--- src/rtl/tsel_pkg.sv ---
package tsel_pkg;

    typedef enum logic {
        TSEL_FINE   = 1'b0,
        TSEL_COARSE = 1'b1
    } tsel_mode_e;

    // width of a thread index for n contexts (at least one bit)
    function automatic int tid_width(input int n);
        return (n > 1) ? $clog2(n) : 1;
    endfunction

    // a + b reduced modulo n, for a, b < n
    function automatic int wrap_add(input int a, input int b, input int n);
        int s;
        s = a + b;
        return (s >= n) ? s - n : s;
    endfunction

endpackage

--- src/rtl/tsel_rr_search.sv ---
module tsel_rr_search
    import tsel_pkg::*;
#(
    parameter int NT = 2,
    parameter int TW = tid_width(NT)
) (
    input  logic [NT-1:0] mask,
    input  logic [TW-1:0] start,
    output logic          found,
    output logic [TW-1:0] idx
);

    int pos;

    always_comb begin
        found = 1'b0;
        idx   = start;
        pos   = 0;
        for (int k = 0; k < NT; k++) begin
            pos = wrap_add(int'(start), k, NT);
            if (!found && mask[pos]) begin
                found = 1'b1;
                idx   = TW'(pos);
            end
        end
    end

endmodule

--- src/rtl/tsel_policy.sv ---
module tsel_policy
    import tsel_pkg::*;
#(
    parameter int NT = 2,
    parameter int TW = tid_width(NT)
) (
    input  tsel_mode_e    mode,
    input  logic [NT-1:0] ready,
    input  logic [NT-1:0] lle,
    input  logic          ack,
    input  logic [TW-1:0] ptr,
    input  logic [TW-1:0] last_sel,
    output logic [TW-1:0] sel,
    output logic          vld,
    output logic [TW-1:0] ptr_nxt
);

    localparam logic [TW-1:0] LAST_TID = TW'(NT - 1);

    logic          rr_found;
    logic [TW-1:0] rr_idx;
    logic          alt_found;
    logic [TW-1:0] alt_idx;
    logic [TW-1:0] ptr_inc;
    logic [TW-1:0] rr_inc;
    logic [NT-1:0] alt_mask;

    assign ptr_inc  = (ptr == LAST_TID) ? '0 : ptr + 1'b1;
    assign rr_inc   = (rr_idx == LAST_TID) ? '0 : rr_idx + 1'b1;
    assign alt_mask = ready & ~(NT'(1) << ptr);

    // fine policy: first ready thread from the pointer on
    tsel_rr_search #(.NT(NT), .TW(TW)) u_fine_search (
        .mask  (ready),
        .start (ptr),
        .found (rr_found),
        .idx   (rr_idx)
    );

    // coarse policy: successor of the owner among the other ready threads
    tsel_rr_search #(.NT(NT), .TW(TW)) u_alt_search (
        .mask  (alt_mask),
        .start (ptr_inc),
        .found (alt_found),
        .idx   (alt_idx)
    );

    always_comb begin
        if (mode == TSEL_COARSE) begin
            sel     = ptr;
            vld     = ready[ptr];
            ptr_nxt = (lle[ptr] && alt_found) ? alt_idx : ptr;
        end else begin
            sel     = rr_found ? rr_idx : last_sel;
            vld     = rr_found;
            ptr_nxt = (ack && rr_found) ? rr_inc : ptr;
        end
    end

endmodule

--- src/rtl/tsel_state.sv ---
module tsel_state
    import tsel_pkg::*;
#(
    parameter int NT = 2,
    parameter int TW = tid_width(NT)
) (
    input  logic          clk,
    input  logic          rst,
    input  logic [TW-1:0] ptr_nxt,
    input  logic [TW-1:0] sel_now,
    output logic [TW-1:0] ptr,
    output logic [TW-1:0] last_sel
);

    always_ff @(posedge clk) begin
        if (rst) begin
            ptr      <= '0;
            last_sel <= '0;
        end else begin
            ptr      <= ptr_nxt;
            last_sel <= sel_now;
        end
    end

endmodule

--- src/rtl/thread_issue_selector.sv ---
module thread_issue_selector
    import tsel_pkg::*;
#(
    parameter int NUM_THREADS = 2,
    parameter int TID_W       = tid_width(NUM_THREADS)
) (
    input  logic                   clk,
    input  logic                   rst,
    input  logic                   mode_coarse,
    input  logic [NUM_THREADS-1:0] thr_ready,
    input  logic [NUM_THREADS-1:0] thr_lle,
    input  logic                   issue_ack,
    output logic [TID_W-1:0]       sel_tid,
    output logic                   issue_vld
);

    tsel_mode_e       mode;
    logic [TID_W-1:0] ptr;
    logic [TID_W-1:0] last_sel;
    logic [TID_W-1:0] ptr_nxt;

    assign mode = tsel_mode_e'(mode_coarse);

    tsel_policy #(.NT(NUM_THREADS), .TW(TID_W)) u_policy (
        .mode     (mode),
        .ready    (thr_ready),
        .lle      (thr_lle),
        .ack      (issue_ack),
        .ptr      (ptr),
        .last_sel (last_sel),
        .sel      (sel_tid),
        .vld      (issue_vld),
        .ptr_nxt  (ptr_nxt)
    );

    tsel_state #(.NT(NUM_THREADS), .TW(TID_W)) u_state (
        .clk      (clk),
        .rst      (rst),
        .ptr_nxt  (ptr_nxt),
        .sel_now  (sel_tid),
        .ptr      (ptr),
        .last_sel (last_sel)
    );

endmodule

--- config.mk ---
export PLATFORM = sky130hd
export DESIGN_NAME = thread_issue_selector
export DESIGN_NICKNAME = d
export VERILOG_FILES = /design/src/rtl/tsel_pkg.sv /design/src/rtl/tsel_rr_search.sv /design/src/rtl/tsel_policy.sv /design/src/rtl/tsel_state.sv /design/src/rtl/thread_issue_selector.sv
export SDC_FILE = /design/constraint.sdc
export NUM_CORES = 1
export LEC_CHECK = 0
export ABC_AREA = 1
export BUFFER_PORTS_ARGS = -buffer_cell sky130_fd_sc_hd__clkbuf_2
export CORE_AREA = 2 2 39 41
export DETAILED_ROUTE_END_ITERATION = 6
export DIE_AREA = 0 0 41 43
export GPL_TIMING_DRIVEN = 0
export PLACE_DENSITY = 0.34
export SYNTH_ARGS = -nofsm -noshare
export SYNTH_HDL_FRONTEND = slang
export SYNTH_SLANG_ARGS = --single-unit
--- constraint.sdc ---
create_clock -name clk -period 1.5 [get_ports clk]
set_input_delay 0.225 -clock clk [delete_from_list [all_inputs] [get_ports clk]]
set_output_delay 0.225 -clock clk [all_outputs]
set_load 0.02 [all_outputs]
Yosys cells after proc, flatten, opt, wreduce, memory -nomap -nowiden
Cells that the tools add are included.
W data, S select, Z words.
{"block": "classes", "addsub": 8, "magnitude_cmp": 9, "eq_ne": 1, "n_shift": 1, "muxes": 36, "bitwise_logic": 2, "n_reduce_logical": 8}
{"op": "$lt A32 B3 Y1 const B", "n": 4}
{"op": "$mux W32", "n": 4}
{"op": "$mux W1", "n": 32}
{"op": "$sub A1 B2 Y3 const B", "n": 2}
{"op": "$sub A2 B2 Y3 const B", "n": 2}
{"op": "$add A1 B1 Y2 const B", "n": 2}
{"op": "$ge A1 B2 Y1 const B", "n": 2}
{"op": "$ge A2 B2 Y1 const B", "n": 2}
{"op": "$logic_and A1 B1 Y1", "n": 4}
{"op": "$add A1 B1 Y1 const B", "n": 2}
{"op": "$and A2 B2 Y2", "n": 1}
{"op": "$logic_not A1 Y1", "n": 2}
{"op": "$lt A1 B2 Y1 const B", "n": 1}
{"op": "$ne A2 B1 Y1 const B", "n": 1}
{"op": "$not A2 Y2", "n": 1}
{"op": "$reduce_and A2 Y1", "n": 1}
{"op": "$reduce_bool A2 Y1", "n": 1}
{"op": "$shl A1 B1 Y2 const A", "n": 1}
{"block": "totals", "ff_bits": 2, "inputBits": 8, "out_inout_bits": 2, "wordCells": 67}

Longest topological paths before layout
Gate-level depths: netlist of run 1.
{"block": "logic_depth", "ltp_word": 14, "ltp_mapped": 5, "depth_no_buf": 5}

Hierarchy
From an unflattened synthesis of run 1, not the netlist that was laid out.
{"block": "hier_totals", "cells_unflattened": 41, "hier_area_um2": 206.4}
{"module": "tsel_policy", "n_inst": 1, "cells_per_inst": 27, "area_each_um2": 113.9, "seq_area_each_um2": 0.0}
{"module": "tsel_state", "n_inst": 1, "cells_per_inst": 6, "area_each_um2": 55.1, "seq_area_each_um2": 40.0}
{"module": "tsel_rr_search", "n_inst": 2, "cells_per_inst": 4, "area_each_um2": 18.8, "seq_area_each_um2": 0.0}

Worst setup path after synthesis of run 1
Ideal clock, no wire load.
{"block": "synth_timing", "path_type": "register to output", "from": "register u_state.ptr", "to": "output port sel_tid", "arrival_ns": 0.778, "t_required_ns": 1.275, "path_slack_ns": 0.497, "path_stages_with_launch": 5, "n_path_buf": 0, "path_cell_list": "dfxtp_1 nand2_1 a21oi_1 nand2_1 nand2_1"}
{"block": "synth_between", "elab_chain_len": 11, "elab_cells_between_ends": 21, "classes_between": "3 x add/sub; 2 x order compare; 14 x mux; 2 x reduce/logical"}
{"element": "start, declared", "line_no": "tsel_state.sv:11", "rtl": "output logic [TW-1:0] ptr,"}
{"element": "start signal, assigned", "line_no": "tsel_state.sv:20", "rtl": "ptr <= ptr_nxt;"}
{"element": "$sub A1 B2 Y3 or $ge A1 B2 Y1 (tied branches)", "line_no": "tsel_pkg.sv:17", "rtl": "return (s >= n) ? s - n : s;"}
{"element": "$mux W32", "line_no": "tsel_pkg.sv:17"}
{"element": "$mux W1 (implied by the code) (3 in series)", "line_no": "tsel_rr_search.sv:21", "rtl": "if (!found && mask[pos]) begin"}
{"element": "$mux W1", "line_no": "tsel_rr_search.sv:21"}
{"element": "$logic_not A1 Y1", "line_no": "tsel_rr_search.sv:21"}
{"element": "$logic_and A1 B1 Y1", "line_no": "tsel_rr_search.sv:21"}
{"element": "$mux W1", "line_no": "tsel_rr_search.sv:21"}
{"element": "$mux W1", "line_no": "tsel_policy.sv:54", "rtl": "sel = rr_found ? rr_idx : last_sel;"}
{"element": "$mux W1 (*)", "line_no": "tsel_policy.sv:49", "rtl": "if (mode == TSEL_COARSE) begin"}
{"element": "end, declared", "line_no": "thread_issue_selector.sv:13", "rtl": "output logic [TID_W-1:0] sel_tid,"}
Every way passes the cells marked *; elsewhere a longest branch is shown, timed or not. The select of a mux whose other input is x is not followed.

Worst setup path after layout of run 1
Same ends and word-level chain as after synthesis.

==> results of run 1 <==
==> cell usage after synthesis, drive strengths merged <==
cell type / instances / share of area [%]
nand2: 11 / 29
a21oi: 3 / 13
nor2: 1 / 2.7
nand3: 4 / 14
dfxtp: 2 / 29
o21ai: 1 / 3.6
inv: 3 / 8.0
==> power groups by stage <==
stage	Sequential [mW]	Combinational, mW	Clock [mW]
6_report	0.0613	0.0443	0.117
5_1_grt	0.0622	0.0501	0.131
4_1_cts	0.0606	0.0451	0.126
3_5_place_dp	0.0613	0.0448	0
3_3_place_gp	0.0616	0.0452	0
2_1_floorplan	0.0606	0.0244	0
==> logic make-up after synthesis <==
kind of cell           count (synthesis)  share of synthesized area [%]
flip-flops                             2                           28.6
AND/OR/NAND/NOR                       16                           46.4
buffers and inverters                  3                           8.04
AO/OA/AOI/OAI                          4                           17.0
==> cell type report <==
type / count / area, um^2
Inverter: 3 / 11.3
Timing Repair Buffer: 9 / 45.0
Clock buffer: 3 / 22.5
Tap cell: 16 / 20.0
Sequential cell: 2 / 41.3
Fill cell: 166 / 1150
Multi-Input combinational cell: 20 / 88.8
==> path summary, 6_finish.rpt <==
path	startpoint	endpoint	slack (ps)
worst max-delay path	u_state.ptr	sel_tid	200
worst min register to register	u_state.ptr	u_state.ptr	560
worst min-delay path	rst	u_state.last_sel	190
worst max register to register	u_state.ptr	u_state.last_sel	700
==> layer usage <==
metal  global-route usage [%]  up-vias
met3                     3.14        0
met2                     5.63       10
met1                     7.67       81
met5                        0        -
met4                     6.00        0
li1                         -      105
==> flip-flops by register name, summed over array words and instances (netlist names) <==
name,flops
u_state.ptr,1
u_state.last_sel,1
==> what timing repair did <==
action,4_1_cts,5_1_grt
hold buffers,0,0
gates resized for setup,0,1
endpoints found under the setup margin,0,1
==> metrics by stage <==
stage / worst slack (ps) / power [mW] / std cells / utilization [%] / cell area (um^2)
2_1_floorplan: 497 / 0.0849 / 25 / - / 140
3_3_place_gp: 369 / 0.107 / 50 / 14.8 / 205
3_5_place_dp: 369 / 0.106 / 50 / 14.8 / 205
4_1_cts: 126 / 0.231 / 53 / 16.5 / 228
5_1_grt: 73.0 / 0.243 / 53 / 16.5 / 229
6_report: 201 / 0.222 / 53 / 16.5 / 229
==> results.tsv, run 1 <==
metric	value	unit
Post-DP HPWL	314	um
Leak Pwr	0.123	nW
clk_skew	3.47	ps
WP data arrival	1070	ps
YS warnings	0	
nets	47	
top layer in use	met3	
post-DR wirelength/cell	7.62	um
Final GP Congestion	0.587	
Final Max Slew Viols	0	
Synth Net Count	33	
Seq/Total Area, Yosys	28.6	%
largest net degree at the start of global routing	7	
Root Buffer	clkbuf_4	
Post-DRT Antenna Nets	0	
Internal Power	0.164	mW
Slew HR	91.0	%
final critical-path required period	1300	ps
share of cells above drive strength 1	37.8	%
synthesized area	140	um^2
Req. time, crit path	1270	ps
clk sinks	2	
commonest cells after routing, fill and taps aside	nand2_1 (11), clkbuf_2 (9), nand3_1 (4), inv_1 (3), clkbuf_4 (3)	
Sw Share	26.1	%
final setup fails	0	
Syn Area/Cell	5.61	um^2
Vias/cell	3.70	
Chip Height	43	um
met3 WL	49	um
core area	0.00138	mm^2
crit share post-route	86.6	%
Clock Latency Late Sink	220	ps
Cells after Synth	25	
worst-case reg-to-reg path depth	4	
outcome	completed	
Clock Power Share	52.4	%
row cnt	14	
crit path launch type	register	
# IOs	10	
commonest non-fill, non-tap cell in the layout	nand2_1	
Fin Setup TNS	0	ps
max incr delay on CP	360	ps
area growth from synthesis to layout	63.4	%
Die Wd	41	um
VDD IR-drop max	0.166	mV
die area	0.00176	mm^2
routed wl met2	171	um
Max FO, Critical Path	6	
Distinct cells, synth	8	
worst-margin pin slew	133	ps
WS Path Type	register to primary output	
first-pass detailed-route iteration total	4	
vias in the first global route	168	
cts bufs inserted	3	
power per standard cell area	970	mW/mm^2
Initial DRC Count	4	
total number of vias	196	
worst hold slack	189	ps
CTS clock-pin slew for the worst setup and hold paths	30	ps
# diodes	0	
CP Capture Type	primary output	
Slowest-stage cell, CP	dfxtp_2	
TritonCTS clock tree	yes	
Starting Density	10.1	%
crit path cell chain	nand2_1 -> a21oi_1 -> nand2_1 -> nand2_1 -> clkbuf_2	
sw power	0.0581	mW
Fmax achieved	770	MHz
# DRC	0	
CTS H-tree lvls	1	
CP bufs+invs	1	
critical path depth	5	
Yosys reg bits	2	
RSZ-0062 raised after global routing	false	
Setup Buffers After CTS	0	
Comb power frac	20.0	%
Total GRT Usage	5.71	%
Hold Crit Depth	2	
M1 WL	183	um
final wirelength	404	um
maxcap violations	0	
sequential share of power	27.6	%
initial antenna violation count	0	
GRT Residual Overflow	0	
Longest Clk Path Bufs	2	
Most common cell on crit path	nand2_1	
port buffer count	9	
first-pass GRT wire length	627	um
count of final hold-check violations	0	
Tightest Hold Check Type	input pin to register	
top cell family by delay on the critical path	flip-flops	
No activity file was read; power rests on OpenSTA's default activity.
==> inputs of run 2 (changes only) <==
--- a/config.mk
+++ b/config.mk
@@ -5,13 +5,13 @@
 export SDC_FILE = /design/constraint.sdc
 export NUM_CORES = 1
 export LEC_CHECK = 0
-export ABC_AREA = 1
 export BUFFER_PORTS_ARGS = -buffer_cell sky130_fd_sc_hd__clkbuf_2
 export CORE_AREA = 2 2 39 41
 export DETAILED_ROUTE_END_ITERATION = 6
 export DIE_AREA = 0 0 41 43
+export GPL_ROUTABILITY_DRIVEN = 0
 export GPL_TIMING_DRIVEN = 0
-export PLACE_DENSITY = 0.34
+export PLACE_DENSITY = 0.33
 export SYNTH_ARGS = -nofsm -noshare
 export SYNTH_HDL_FRONTEND = slang
 export SYNTH_SLANG_ARGS = --single-unit
==> constraint.sdc (replaced) <==
create_clock -name clk -period 1.55 [get_ports clk]
set_input_delay 0.2325 -clock clk [delete_from_list [all_inputs] [get_ports clk]]
set_output_delay 0.2325 -clock clk [all_outputs]
set_load 0.02 [all_outputs]
==> run 2 against run 1 <==
  * Total power fell by 3.2%
  * Routed wire length fell by 4.5%
  * Hold slack got worse by 5.1 ps
  * Area after synthesis fell by 7.1%
  * Die area did not move
  * Clock power fell by 3%
  * Via count fell by 11%
  * Clock skew barely moved
  * Global-route usage fell by 0.10 points
  * Count of clock-buffer cells in the layout did not move
  * Design area fell by 4.9%
==> results.tsv, run 2 <==
metric	value	unit
CTS clock-pin slew for the worst setup and hold paths	30	ps
YS warnings	0	
area growth from synthesis to layout	67.3	%
Critical Path Start	u_state.ptr	
final wirelength	386	um
Die Wd	41	um
Fin Setup TNS	0	ps
die area	0.00176	mm^2
port buffer count	9	
Vias/cell	3.89	
TritonCTS clock tree	yes	
total power	0.215	mW
crit share post-route	86.9	%
initial antenna violation count	0	
count of final hold-check violations	0	
Cells after Synth	17	
first-pass detailed-route iteration total	4	
Starting Density	9.40	%
total number of vias	175	
share of cells above drive strength 1	44.8	%
crit path launch type	register	
critical path depth	4	
area share of the largest cell type after synthesis	30.8	%
Leak Pwr	0.100	nW
CP bufs+invs	1	
Seq/Total Area, Yosys	30.8	%
Synth Area in Simple Gates	28.8	%
XOR/XNOR Fraction of Synth Area	0	%
# diodes	0	
Synth Net Count	25	
maxcap violations	0	
dominant synthesized flop cell	dfxtp_1	
clk sinks	2	
final critical-path required period	1350	ps
CP Capture Type	primary output	
max incr delay on CP	370	ps
Slew HR	84.6	%
leading post-synthesis cells by cell area	dfxtp_1 (31%), o31ai_2 (9.6%), a21oi_1 (7.7%), nand3_1 (7.7%), a21o_1 (5.8%)	
Req. time, crit path	1320	ps
Yosys reg bits	2	
Compound-Gate Fraction of Synth Area	37.5	%
r2r startpoint	u_state.ptr	
Distinct cells, synth	14	
row cnt	14	
Total GRT Usage	5.61	%
largest family of logic cells by synthesized area	compound AO/OA/AOI/OAI gates	
post-DR wirelength/cell	8.58	um
Max FO, Critical Path	5	
Adder-Cell Fraction of Synth Area	0	%
final setup fails	0	
# DRC	0	
largest net degree at the start of global routing	9	
area leader, netlist	dfxtp_1	
Post-synth EDFFs	0	
Slowest-stage cell, CP	dfxtp_1	
Syn Area/Cell	7.65	um^2
fin util	15.7	%
Setup crit end	issue_vld	
nets	39	
worst-case reg-to-reg path depth	3	
mux share of post-synthesis cell area	0	%
Setup Buffers After CTS	0	
fraction of registers with async set/reset	0	%
FILL cells	158	
crit path cell chain	nand2b_1 -> a21oi_1 -> a31oi_1 -> clkbuf_2	
biggest regs	u_state.last_sel x1, u_state.ptr x1	
synthesized area	130	um^2
power per standard cell area	988	mW/mm^2
vias in the first global route	163	
Initial DRC Count	10	
worst-margin pin slew	230	ps
Fmax achieved	742	MHz
GRT Residual Overflow	0	
# IOs	10	
reg2reg end	u_state.last_sel	
Longest Clk Path Bufs	2	
cts bufs inserted	3	
WP data arrival	1110	ps
Post-CTS Resized	0	
core area	0.00138	mm^2
synth cell count leaders	a21oi_1 (2), dfxtp_1 (2), nand3_1 (2)	
commonest non-fill, non-tap cell in the layout	clkbuf_2	
first-pass GRT wire length	621	um
CTS Hold Buffers Added	0	
r2r setup slk	750	ps
Final Max Slew Viols	0	
VDD IR-drop max	0.290	mV
Root Buffer	clkbuf_4	
outcome	completed	
RSZ-0062 raised after global routing	false	
clk_skew	3.09	ps
commonest cells after routing, fill and taps aside	clkbuf_2 (9), clkbuf_4 (3), a21oi_1 (2), nand3_1 (2), dfxtp_1 (2)	
Clock Latency Late Sink	220	ps
CTS H-tree lvls	1	
Post-DRT Antenna Nets	0	
Chip Height	43	um
WS Path Type	register to primary output	
Post-DP HPWL	299	um
top cell family by delay on the critical path	flip-flops	
Tightest Hold Check Type	input pin to register	
[run 2: metal layers]
metal,up-vias,part of all wire (%),track usage (%)
li1,87,-,-
met5,-,0,0
met4,0,0,4.00
met1,72,51,7.35
met2,16,30,5.63
met3,0,20,4.71
[run 2: layout make-up]
type | instances | area (um^2) | share of cell area [%]
Inverter | 1 | 3.75 | 1.72
Clock buffer | 3 | 22.5 | 10.3
Timing Repair Buffer | 9 | 45.0 | 20.7
Multi-Input combinational cell | 14 | 86.3 | 39.7
Sequential cell | 2 | 40.0 | 18.4
Tap cell | 16 | 20.0 | 9.20
[run 2: worst min-delay path by stage]
stage | end | startpoint | cells past startpoint
final | u_state.ptr | rst | 2
after global routing | u_state.ptr | rst | 2
after CTS | u_state.ptr | rst | 2
after detailed placement | u_state.ptr | rst | 2
after global placement | u_state.ptr | rst | 2
after floorplan | u_state.ptr | rst | 1
[run 2: where the power goes]
group / internal (mW) / switching, mW / total [mW]
logic: 0.0191 / 0.0244 / 0.0435
clock network: 0.0853 / 0.0281 / 0.113
registers: 0.0556 / 0.00256 / 0.0581
total: 0.160 / 0.0551 / 0.215
[run 2: logic make-up after synthesis]
| family | after synthesis |
|---|---|
| flip-flops | 2 |
| AO/OA/AOI/OAI | 7 |
| buffers and inverters | 1 |
| AND/OR/NAND/NOR | 7 |
[run 2: through the flow]
stage | setup slack (ps) | instances | hold slack [ps] | area [um^2]
3_5_place_dp | 442 | 42 | 414 | 195
3_3_place_gp | 454 | 42 | 409 | 195
2_1_floorplan | 435 | 17 | 302 | 130
5_1_grt | 117 | 45 | 190 | 218
6_report | 203 | 45 | 183 | 218
4_1_cts | 195 | 45 | 174 | 218
==> inputs of run 3 (changes only) <==
--- a/config.mk
+++ b/config.mk
@@ -11,7 +11,8 @@
 export DIE_AREA = 0 0 41 43
 export GPL_ROUTABILITY_DRIVEN = 0
 export GPL_TIMING_DRIVEN = 0
-export PLACE_DENSITY = 0.33
+export PLACE_DENSITY = 0.4
 export SYNTH_ARGS = -nofsm -noshare
 export SYNTH_HDL_FRONTEND = slang
+export SYNTH_HIERARCHICAL = 1
 export SYNTH_SLANG_ARGS = --single-unit
==> constraint.sdc (replaced) <==
create_clock -name clk -period 1.1 [get_ports clk]
set_input_delay 0.165 -clock clk [delete_from_list [all_inputs] [get_ports clk]]
set_output_delay 0.165 -clock clk [all_outputs]
set_load 0.02 [all_outputs]
==> run 3 against run 2 <==
  * The run now ends with negative setup slack left
  * Global-route usage up 0.50 points
  * Critical path depth up 1
  * First-iteration DRC count down 90%
  * Clock skew down 0.78 ps
  * Sequential power up 44%
  * Highest routed layer unchanged
==> results.tsv, run 3 <==
metric	value	unit
max incr delay on CP	330	ps
area leader, netlist	dfxtp_1	
CP Capture Type	primary output	
initial antenna violation count	0	
final wirelength	492	um
Clock Latency Late Sink	220	ps
final setup fails	3	
synth cell count leaders	nand2_1 (5), a21oi_1 (3), nor2_1 (3)	
clk sinks	2	
CP bufs+invs	1	
GRT Residual Overflow	0	
post-DR wirelength/cell	8.07	um
Slowest-stage cell, CP	dfxtp_2	
fraction of registers with async set/reset	0	%
FILL cells	155	
Post-DP HPWL	361	um
Tightest Hold Check Type	input pin to register	
WP data arrival	1200	ps
Seq/Total Area, Yosys	20.4	%
Distinct cells, synth	16	
CTS H-tree lvls	1	
clk_skew	2.32	ps
crit share post-route	124	%
total power	0.379	mW
Final Max Slew Viols	0	
RSZ-0062 raised after global routing	true	
Total GRT Usage	6.11	%
Chip Height	43	um
count of final hold-check violations	0	
maxcap violations	0	
CTS clock-pin slew for the worst setup and hold paths	30	ps
crit path launch type	register	
Max FO, Critical Path	3	
Longest Clk Path Bufs	2	
row cnt	14	
failing checks	negative setup slack	
Multi-input gate area	149	um^2
die area	0.00176	mm^2
Cells after Synth	29	
Synth Net Count	37	
dpl cell area	270	um^2
vias in the first global route	210	
largest net degree at the start of global routing	7	
first-pass detailed-route iteration total	3	
# diodes	0	
port buffer count	9	
dominant synthesized flop cell	dfxtp_1	
Post-synth EDFFs	0	
FF/Latch Area	41.3	um^2
Die Wd	41	um
Post-DRT Antenna Nets	0	
VDD IR-drop max	0.513	mV
Req. time, crit path	940	ps
top cell family by delay on the critical path	flip-flops	
biggest regs	u_state/last_sel x1, u_state/ptr x1	
area share of the largest cell type after synthesis	20.4	%
area growth from synthesis to layout	70.1	%
crit path cell chain	nor2_1 -> o21ai_1 -> mux2i_1 -> o21ai_2 -> clkbuf_8	
first-pass GRT wire length	745	um
YS warnings	6	
pre-CTS setup slack	-314	ps
total number of vias	240	
# IOs	10	
# DRC	0	
Final WS setup	-267	ps
power per standard cell area	1130	mW/mm^2
commonest non-fill, non-tap cell in the layout	clkbuf_2	
share of cells above drive strength 1	44.4	%
outcome	finished with violations	
Slew HR	89.3	%
most common cell in the synthesized netlist	nand2_1	
core area	0.00138	mm^2
Fmax achieved	732	MHz
WS Path Type	register to primary output	
commonest cells after routing, fill and taps aside	clkbuf_2 (7), buf_4 (5), nand2_1 (5)	
final instance area	334	um^2
Fin Setup TNS	-770	ps
TritonCTS clock tree	yes	
Root Buffer	clkbuf_4	
worst-margin pin slew	156	ps
Vias/cell	3.93	
synthesized area	196	um^2
Starting Density	14.2	%
Yosys reg bits	2	
nets	55	
cts bufs inserted	3	
Leak Pwr	0.166	nW
fin util	24.1	%
Initial DRC Count	1	
leading post-synthesis cells by cell area	dfxtp_1 (20%), mux2i_1 (10%), nand2_1 (9.6%), a21oi_1 (7.6%), nor2b_1 (6.4%)	
Syn Area/Cell	6.77	um^2
final critical-path required period	1370	ps
run 3: changes by cell type after synthesis, moves of 2 or more:
| cell | delta |
|---|---|
| mux2i_1 | +2 |
| nand2_1 | +4 |
| nand3_1 | -2 |
| nor2_1 | +2 |
| o21ai_1 | +2 |
| or2_1 | +2 |
run 3: layer usage:
layer | share of wire, % | up-vias | track usage (%)
met3 | 5.5 | 0 | 1.57
met4 | 0 | 0 | 4.00
li1 | - | 132 | -
met5 | 0 | - | 0
met1 | 50 | 103 | 7.35
met2 | 45 | 5 | 9.06
run 3: cell type report:
cell class | count | area share, %
multi-input combinational | 25 | 44.6
tap | 16 | 5.99
timing repair buffer | 13 | 25.8
buffer | 1 | 3.37
inverter | 1 | 1.12
clock buffer | 3 | 6.74
sequential | 2 | 12.4
run 3: power by group:
group / internal (mW) / switching (mW) / total [mW]
Clock: 0.120 / 0.0362 / 0.156
Combinational: 0.0761 / 0.0636 / 0.140
Sequential: 0.0799 / 0.00351 / 0.0834
Total: 0.276 / 0.103 / 0.379
run 3: path summary, 6_finish.rpt:
path / depth (start not counted) / from / slack, ps / endpoint
max: 5 / u_state/ptr / -270 / sel_tid
min: 2 / rst / 110 / u_state/ptr
max reg2reg: 7 / u_state/ptr / -260 / u_state/ptr
min reg2reg: 3 / u_state/last_sel / 670 / u_state/last_sel
run 3: kinds of logic (layout without fill, tap and decap cells):
group	Yosys count	count (layout)	share of synthesized area, %
AOI/OAI and AO/OA	9	9	28.7
buffers and inverters	2	18	5.73
DFF	2	2	20.4
muxes	2	2	10.2
and+or+nand+nor	14	14	35.0
run 3: through the flow:
step / hold slack, ps / std cells
floorplan: 229 / 29
global placement: 337 / 54
detailed placement: 339 / 54
CTS: 101 / 60
global route: 105 / 61
finish: 113 / 61
run 3: worst register-to-register path, delay by kind of cell, from the launching register on:
family | cells | cell delay (ps)
AO/OA/AOI/OAI | 2 | 210
buffers and inverters | 1 | 110
AND/OR/NAND/NOR | 4 | 610
flip-flops | 1 | 330
run 3: repair_timing:
| item | 4_1_cts | 5_1_grt |
|---|---|---|
| resized for setup | 3 | 1 |
| pin swaps | 2 | 0 |
| endpoints found under the setup margin | 3 | 3 |
| hold buffers | 0 | 0 |
| buffers inserted | 3 | 1 |
